--- src/rtl/irq_remap_pkg.sv ---
`timescale 1ns/1ps
package irq_remap_pkg;
  localparam int ENTRY_W     = 128;
  localparam int SID_W       = 16;
  localparam int BUS_W       = 8;
  localparam int PRESENT_BIT = 0;
  localparam int SILENCE_BIT = 1;
  localparam int SRC_LSB     = 64;
  localparam int QUAL_LSB    = SRC_LSB + SID_W;
  localparam int VTYPE_LSB   = QUAL_LSB + 2;
  localparam int RSVD_LSB    = VTYPE_LSB + 2;
  localparam int REASON_W    = 3;

  typedef enum logic [REASON_W-1:0] {
    RSN_PASS        = 3'd0,
    RSN_IDX_OVF     = 3'd1,
    RSN_FETCH       = 3'd2,
    RSN_NOT_PRESENT = 3'd3,
    RSN_RSVD        = 3'd4,
    RSN_SRC         = 3'd5
  } reason_e;

  typedef enum logic [1:0] {
    VT_NONE = 2'd0,
    VT_ID   = 2'd1,
    VT_BUS  = 2'd2,
    VT_BAD  = 2'd3
  } vtype_e;

  // Each qualifier step drops one more low bit from the compare, starting at bit 2.
  function automatic logic [SID_W-1:0] qual_mask(input logic [1:0] q);
    logic [SID_W-1:0] m;
    m = '1;
    for (int b = 0; b < 3; b++) begin
      if (int'(q) >= 3 - b) m[b] = 1'b0;
    end
    return m;
  endfunction

  function automatic logic id_match(input logic [SID_W-1:0] req,
                                    input logic [SID_W-1:0] src,
                                    input logic [1:0] q);
    return ((req ^ src) & qual_mask(q)) == '0;
  endfunction

  function automatic logic bus_in_range(input logic [BUS_W-1:0] bus,
                                        input logic [BUS_W-1:0] lo,
                                        input logic [BUS_W-1:0] hi);
    return (bus >= lo) && (bus <= hi);
  endfunction
endpackage

--- src/rtl/irq_remap_src_verify.sv ---
`timescale 1ns/1ps
module irq_remap_src_verify
  import irq_remap_pkg::*;
(
  input  logic [SID_W-1:0] req_id,
  input  logic [SID_W-1:0] src_id,
  input  logic [1:0]       qual,
  input  logic [1:0]       vtype,
  output logic             src_bad
);
  logic id_ok;
  logic bus_ok;

  assign id_ok  = id_match(req_id, src_id, qual);
  assign bus_ok = bus_in_range(req_id[SID_W-1 -: BUS_W],
                               src_id[SID_W-1 -: BUS_W],
                               src_id[BUS_W-1:0]);

  always_comb begin
    unique case (vtype_e'(vtype))
      VT_NONE: src_bad = 1'b0;
      VT_ID:   src_bad = !id_ok;
      VT_BUS:  src_bad = !bus_ok;
      default: src_bad = 1'b1;
    endcase
  end
endmodule

--- src/rtl/irq_remap_fault_prio.sv ---
`timescale 1ns/1ps
module irq_remap_fault_prio
  import irq_remap_pkg::*;
(
  input  logic    idx_ovf,
  input  logic    fetch_err,
  input  logic    not_present,
  input  logic    rsvd_bad,
  input  logic    src_bad,
  input  logic    silence,
  input  logic    report_en,
  output reason_e reason,
  output logic    early_fault,
  output logic    report
);
  always_comb begin
    reason      = RSN_PASS;
    early_fault = 1'b0;
    if (idx_ovf) begin
      reason      = RSN_IDX_OVF;
      early_fault = 1'b1;
    end else if (fetch_err) begin
      reason      = RSN_FETCH;
      early_fault = 1'b1;
    end else if (not_present) begin
      reason = RSN_NOT_PRESENT;
    end else if (rsvd_bad) begin
      reason = RSN_RSVD;
    end else if (src_bad) begin
      reason = RSN_SRC;
    end
  end

  // Entry-level silence only applies once the entry itself is trustworthy.
  assign report = (reason != RSN_PASS) && report_en && (early_fault || !silence);
endmodule

--- src/rtl/irq_remap_result_reg.sv ---
`timescale 1ns/1ps
module irq_remap_result_reg #(
  parameter int W = 8
) (
  input  logic         clk,
  input  logic         rst_n,
  input  logic         in_valid,
  output logic         in_ready,
  input  logic [W-1:0] d,
  output logic         out_valid,
  input  logic         out_ready,
  output logic [W-1:0] q
);
  assign in_ready = !out_valid || out_ready;

  always_ff @(posedge clk or negedge rst_n) begin
    if (!rst_n) begin
      out_valid <= 1'b0;
      q         <= '0;
    end else if (in_valid && in_ready) begin
      out_valid <= 1'b1;
      q         <= d;
    end else if (out_ready) begin
      out_valid <= 1'b0;
    end
  end
endmodule

--- src/rtl/irq_remap_entry_check.sv ---
`timescale 1ns/1ps
module irq_remap_entry_check
  import irq_remap_pkg::*;
#(
  parameter int IDX_W = 16
) (
  input  logic               clk,
  input  logic               rst_n,
  input  logic               in_valid,
  output logic               in_ready,
  input  logic [IDX_W-1:0]   in_index,
  input  logic [SID_W-1:0]   in_req_id,
  input  logic [ENTRY_W-1:0] in_entry,
  input  logic               in_fetch_err,
  input  logic               in_report_en,
  input  logic [IDX_W:0]     tbl_size,
  output logic               out_valid,
  input  logic               out_ready,
  output logic               out_fault,
  output logic [REASON_W-1:0] out_reason,
  output logic               out_report,
  output logic [IDX_W-1:0]   out_index,
  output logic [SID_W-1:0]   out_req_id
);
  localparam int PAY_W = 1 + REASON_W + 1 + IDX_W + SID_W;

  // Named internal events, visible to the bound checker.
  logic    idx_ovf;
  logic    entry_silence;
  logic    not_present;
  logic    rsvd_bad;
  logic    src_bad;
  logic    early_fault;
  logic    report_d;
  logic    accept;
  reason_e reason_d;
  logic    unused_payload;

  logic [PAY_W-1:0] pay_d;
  logic [PAY_W-1:0] pay_q;

  assign idx_ovf        = {1'b0, in_index} >= tbl_size;
  assign entry_silence  = in_entry[SILENCE_BIT];
  assign not_present    = !in_entry[PRESENT_BIT];
  assign rsvd_bad       = |in_entry[ENTRY_W-1:RSVD_LSB];
  assign unused_payload = ^in_entry[SRC_LSB-1:SILENCE_BIT+1];

  irq_remap_src_verify u_src (
    .req_id  (in_req_id),
    .src_id  (in_entry[SRC_LSB +: SID_W]),
    .qual    (in_entry[QUAL_LSB +: 2]),
    .vtype   (in_entry[VTYPE_LSB +: 2]),
    .src_bad (src_bad)
  );

  irq_remap_fault_prio u_prio (
    .idx_ovf     (idx_ovf),
    .fetch_err   (in_fetch_err),
    .not_present (not_present),
    .rsvd_bad    (rsvd_bad),
    .src_bad     (src_bad),
    .silence     (entry_silence),
    .report_en   (in_report_en),
    .reason      (reason_d),
    .early_fault (early_fault),
    .report      (report_d)
  );

  assign pay_d  = {reason_d != RSN_PASS, reason_d, report_d, in_index, in_req_id};
  assign accept = in_valid && in_ready;

  irq_remap_result_reg #(.W(PAY_W)) u_reg (
    .clk       (clk),
    .rst_n     (rst_n),
    .in_valid  (in_valid),
    .in_ready  (in_ready),
    .d         (pay_d),
    .out_valid (out_valid),
    .out_ready (out_ready),
    .q         (pay_q)
  );

  assign {out_fault, out_reason, out_report, out_index, out_req_id} = pay_q;
endmodule

--- config.mk ---
export PLATFORM = sky130hd
export DESIGN_NAME = irq_remap_entry_check
export DESIGN_NICKNAME = d
export VERILOG_FILES = /design/src/rtl/irq_remap_pkg.sv /design/src/rtl/irq_remap_src_verify.sv /design/src/rtl/irq_remap_fault_prio.sv /design/src/rtl/irq_remap_result_reg.sv /design/src/rtl/irq_remap_entry_check.sv
export SDC_FILE = /design/constraint.sdc
export NUM_CORES = 1
export LEC_CHECK = 0
export CORE_AREA = 10 10 100 102
export DETAILED_ROUTE_END_ITERATION = 6
export DIE_AREA = 0 0 110 112
export HOLD_SLACK_MARGIN = 0.1
export PLACE_DENSITY_LB_ADDON = 0.3
export SYNTH_ARGS = -nofsm -noshare
export SYNTH_HDL_FRONTEND = slang
export SYNTH_SLANG_ARGS = --single-unit
export TNS_END_PERCENT = 30
--- constraint.sdc ---
create_clock -name clk -period 1.53 [get_ports clk]
set_input_delay 0.306 -clock clk [delete_from_list [all_inputs] [get_ports clk]]
set_output_delay 0.306 -clock clk [all_outputs]
set_load 0.05 [all_outputs]
# After elaboration in Yosys (flattened, before gate mapping)

Cells that the tools add are included.

Logic and storage cells: 40
Register bits: 38
Output and inout port bits: 39
Bits of input ports: 183

Eq/ne operators: 2
Bitwise logic cells: 2
Reductions and logical operators: 15
$lt $le $gt $ge: 6
Mux-type cells: 13

Operators by type and width:

| cell                                                                  | number |
|---|---|
| 44-bit OR reduction                                                   | 1 |
| 16-bit by 17-bit >= comparator with 1-bit output                      | 1 |
| 16-bit bitwise AND                                                    | 1 |
| 16-bit zero test                                                      | 1 |
| 16-bit bitwise XOR                                                    | 1 |
| 3-bit two-way mux                                                     | 5 |
| 8-bit >= comparator                                                   | 1 |
| 8-bit <= comparator                                                   | 1 |
| 1-bit two-way mux                                                     | 7 |
| 2-bit >= comparator, second input constant                            | 2 |
| 1-bit logical AND                                                     | 4 |
| 1-bit zero test                                                       | 4 |
| 1-bit case mux with 3 select lines                                    | 1 |
| 3-bit nonzero test                                                    | 1 |
| 2-bit by 1-bit == test with 1-bit output, second input constant       | 1 |
| 2-bit == test, second input constant                                  | 1 |
| 2-bit by 1-bit >= comparator with 1-bit output, second input constant | 1 |
| 2-bit zero test                                                       | 1 |
| 1-bit logical OR                                                      | 2 |
| 2-bit nonzero test                                                    | 1 |

# Longest topological paths before layout

Depth after elaboration: 14
Depth in mapped cells: 8

# Modules after synthesis

From an unflattened synthesis, not the netlist that was laid out.

Cells, all modules: 235
Area, all modules: 2663.8 um2

By module, submodules not included:

| module                | cells an instance | area each (um2) | sequential area each (um2) | times used |
|---|---|---|---|---|
| irq_remap_result_reg  | 81                | 1572.8          | 950.9                      | 1 |
| irq_remap_src_verify  | 71                | 524.3           | 0.0                        | 1 |
| irq_remap_entry_check | 72                | 504.2           | 0.0                        | 1 |
| irq_remap_fault_prio  | 11                | 62.6            | 0.0                        | 1 |

# Worst setup path after synthesis

Ideal clock, no wire load.

Kind: register to register
Start: reg u_reg.out_valid
End: reg u_reg.q[10]
Arrival: 2.136 ns
Setup time: 0.066 ns
Path buffers: 2
Cell stages (with the launch flop): 7
Data required time: 1.464 ns
Path slack: -0.672 ns
Cells stage by stage: dfrtp_1 > nand2b_1 > nand2_1 > buf_1 > clkbuf_1 > nand2_1 > nand2_1

Cells in the longest elaborated chain, start to end: 3

RTL lines:

| element                | RTL line                    | RTL |
|---|---|---|
| from (decl)            | irq_remap_result_reg.sv:10  | `output logic out_valid,` |
| from (signal assigned) | irq_remap_result_reg.sv:18  | `out_valid <= 1'b0;` |
| from (signal assigned) | irq_remap_result_reg.sv:21  | `out_valid <= 1'b1;` |
| from (signal assigned) | irq_remap_result_reg.sv:24  | `out_valid <= 1'b0;` |
| 1-bit zero test        | irq_remap_result_reg.sv:14  | `assign in_ready = !out_valid \|\| out_ready;` |
| 1-bit logical OR       | irq_remap_result_reg.sv:14  |  |
| net in_ready           | irq_remap_entry_check.sv:10 | `output logic in_ready,` |
| 1-bit logical AND      | irq_remap_result_reg.sv:20  | `end else if (in_valid && in_ready) begin` |
| to (signal assigned)   | irq_remap_result_reg.sv:19  | `q <= '0;` |
| to (signal assigned)   | irq_remap_result_reg.sv:22  | `q <= d;` |
| to (decl)              | irq_remap_result_reg.sv:12  | `output logic [W-1:0] q` |

The timed path passes the listed nets, and every way through them passes these cells.
A chain may end at the register's enable or synchronous reset.

# Worst setup path after layout

Start: in in_entry[79]
End: reg u_reg.q[35]

Cells in the longest elaborated chain, start to end: 10
Elaborated cells on any way between the ends: 13
Those cells by class: 1 x order compare; 6 x mux; 2 x bitwise; 4 x reduce/logical

RTL lines:

| element                                                     | RTL line                    | RTL |
|---|---|---|
| from (decl)                                                 | irq_remap_entry_check.sv:13 | `input logic [ENTRY_W-1:0] in_entry,` |
| branches (longest 4 deep; another with 8-bit >= comparator) | -                           |  |
| 1-bit case mux with 3 select lines (*)                      | irq_remap_src_verify.sv:20  | `unique case (vtype_e'(vtype))` |
| 3-bit two-way mux (*)                                       | irq_remap_fault_prio.sv:29  | `end else if (src_bad) begin` |
| 3-bit two-way mux (*)                                       | irq_remap_fault_prio.sv:27  | `end else if (rsvd_bad) begin` |
| 3-bit two-way mux (*)                                       | irq_remap_fault_prio.sv:25  | `end else if (not_present) begin` |
| 3-bit two-way mux (*)                                       | irq_remap_fault_prio.sv:22  | `end else if (fetch_err) begin` |
| 3-bit two-way mux (*)                                       | irq_remap_fault_prio.sv:19  | `if (idx_ovf) begin` |

Every way passes the cells marked *.

==> impl_metrics.json <==
{
  "status": "complete, but fails checks",
  "violations": "setup timing",
  "drc": 0,
  "synth_seq_cells": 38,
  "seqPwrFrac_pct": 28.9,
  "yosys_warnings": 0,
  "first_pass_iters": 4,
  "clockRootBuffer": "clkbuf_8",
  "max_cap_violations": 0,
  "cts_tree": "yes",
  "synthCells": 290,
  "intPower_mw": 2.89,
  "grt_start_max_net_pins": 32,
  "total_leakage_power_nw": 2.53,
  "required_ps": 1720,
  "numCtsBuffers": 5,
  "die_area_sq_um": 12300,
  "setup_viol": 5,
  "period_minus_slack_ps": 1790,
  "vias": 2896,
  "h-tree-depth": 2,
  "p_sw_share_pct": 35.2,
  "synth.avg_cell_area_sq_um": 8.62,
  "core_sq_um": 8050,
  "yosysMostFrequentCell": "nand2_1",
  "path_clk_slew_ps": 80,
  "synth.net_count": 505,
  "syn_to_final_growth_pct": 123,
  "io_pins": 222,
  "crit_chain": "clkdlybuf4s15_1 -> inv_2 -> ha_4 -> and4_4 -> nand4_1 -> o31a_1 -> or3_1 -> a32o_1",
  "insertion_delay_ps": 290,
  "path_class": "primary input to register",
  "hold-worst-slack_ps": 231,
  "synth_area_sq_um": 2500,
  "gp_congestion": 0.825,
  "routed_wirelength_mm": 10.9,
  "cpPeakStageDelay_ps": 350,
  "finalWorstSetupSlack_ps": -264,
  "antenna_found_initial": 1,
  "grt_pass1_wl_mm": 17.2,
  "rsz0062_at_grt": "yes",
  "initial_utilization_pct": 31.0,
  "vias_per_cell": 4.88,
  "power_switching_mw": 1.57,
  "finalCritPeriodShare_pct": 117,
  "critPathTopFamily": "simple AND/OR/NAND/NOR gates",
  "grt_pass1_vias": 3403,
  "synth_edf_count": 0,
  "ys.flop_type": "dfrtp_1",
  "cts_sinks": 38,
  "start_kind": "primary input",
  "cp_max_fo": 2,
  "crit_slowest_cell": "or3_1",
  "finalClockSkew_ps": 4.72,
  "synthArstFlopShare_pct": 100,
  "cp_data_arrival_time_ps": 1980,
  "final_nets": 702,
  "portBuffers": 159,
  "slew_violations": 0,
  "endpoint_kind": "register",
  "synth_cell_type_count": 39,
  "worstMarginPinSlew_ps": 337,
  "grt_use_total_pct": 17.4,
  "nFillCells": 615,
  "die_h_um": 112,
  "max_freq_ghz": 0.557,
  "drive_above_1_share_pct": 44.7,
  "synthTopCellsByArea": "dfrtp_1 38%, ha_1 16%, nand2_1 11%",
  "slew_headroom_pct": 77.6,
  "hold_violations": 0,
  "vdd_drop_max_uv": 434,
  "ys_seq_area_share_pct": 38.1,
  "drtAntennaViolNets": 0,
  "grt-ovfl-total": 0,
  "drtIter0Drc": 74,
  "synth_common_cells": "75 x nand2_1, 38 x dfrtp_1, 32 x ha_1, 32 x inv_1, 13 x a21oi_1",
  "hold_path.class": "primary input to register",
  "place_hpwl_mm": 8.70,
  "pwr-share-clk_pct": 23.3,
  "avgRoutedWirePerCell_um": 18.4,
  "die_w_um": 110,
  "rows": 33,
  "worst-path-buf-inv": 2,
  "cts_max_path_buffers": 2,
  "synth_top_area_cell": "dfrtp_1",
  "power_density_nw_per_um2": 800,
  "synth_top_area_share_pct": 38.1,
  "dpl_worst_slack_ps": -1150,
  "combPwrFrac_pct": 47.8
}
==> cell families (layout without fill, tap and decap cells) <==
kind of cell,after synthesis,count (layout),share of synthesized area (%)
and+or+nand+nor,128,128,23.9
buffers and inverters,39,237,5.86
AOI/OAI and AO/OA,38,38,10.1
DFF,38,38,38.1
adders and majority gates,32,32,16.0
muxes,8,8,3.61
xor gates and xnor gates,7,7,2.45
other,0,1,0
==> sequential cells by signal, summed over array words and instances (netlist names) <==
signal	cells
u_reg.q	37
u_reg.out_valid	1
==> metrics by stage <==
stage	std cells	TNS, ps	area [sq um]	utilization (%)	power (mW)
2_1_floorplan	290	-1510	2590	-	2.06
3_3_place_gp	578	-6840	4940	61.4	3.23
3_5_place_dp	578	-7610	4940	61.4	3.28
4_1_cts	592	-848	5520	68.5	4.46
5_1_grt	593	-1470	5570	69.2	4.68
6_report	594	-1100	5580	69.2	4.46
==> path summary, 6_finish.rpt <==
path,end,cells after the start,slack (ps),startpoint
max in group asynchronous,u_reg.out_valid,3,700,rst_n
worst max register to register,u_reg.q[6],4,200,u_reg.out_valid
worst min register to register,u_reg.q[31],2,540,u_reg.q[31]
worst max-delay path,u_reg.q[35],8,-260,in_entry[79]
worst min-delay path,u_reg.q[10],3,230,in_req_id[10]
min in group asynchronous,u_reg.q[9],2,390,rst_n
==> cell type report <==
cell class / count / area [sq um] / area share, %
timing repair buffer: 197 / 2210 / 39.7
multi-input combinational: 213 / 2000 / 35.9
sequential: 38 / 952 / 17.1
inverter: 32 / 138 / 2.47
tap: 105 / 131 / 2.36
clock buffer: 5 / 68.8 / 1.23
clock inverter: 3 / 68.8 / 1.23
antenna: 1 / 2.50 / 0.0449
==> what timing repair did <==
action / CTS / global route
pin swaps: 73 / 19
resized for setup: 317 / 14
hold buffers: 1 / 0
endpoints found under the setup margin: 5 / 5
buffers inserted: 5 / 1
hold endpoints to repair: 7 / 0
==> cell usage in the layout (no fill, tap or decap), types with 5 or more instances in the layout <==
cell / count
buf_6: 15
dlygate4sd2_1: 45
buf_2: 15
nand4_1: 10
nand2_1: 73
inv_1: 5
nor4_1: 8
nor2_1: 6
a21oi_1: 6
mux2_2: 8
dfrtp_1: 37
ha_4: 28
clkdlybuf4s15_1: 15
inv_2: 24
clkbuf_8: 5
buf_12: 42
buf_4: 31
clkdlybuf4s50_1: 25
==> power by group through the flow <==
stage	clock [mW]	sequential, mW	combinational, mW
2_1_floorplan	0	1.69	0.372
3_3_place_gp	0	1.30	1.93
3_5_place_dp	0	1.31	1.97
4_1_cts	1.06	1.29	2.11
5_1_grt	1.11	1.31	2.26
6_report	1.04	1.29	2.13
==> worst reg2reg max path: stages (launching register included) <==
cell      delay [ps]
dfrtp_2          410
nand2b_4          60
nand2_1          200
buf_12           200
mux2_2           350
==> routing by layer <==
layer,routed length (um),vias to the layer above,GRT usage [%]
met3,1140,13,7.67
met4,187,0,4.43
li1,-,1394,-
met2,5700,125,31.8
met1,3890,1364,17.1
met5,0,-,0
(Power assumes the default switching activity.)
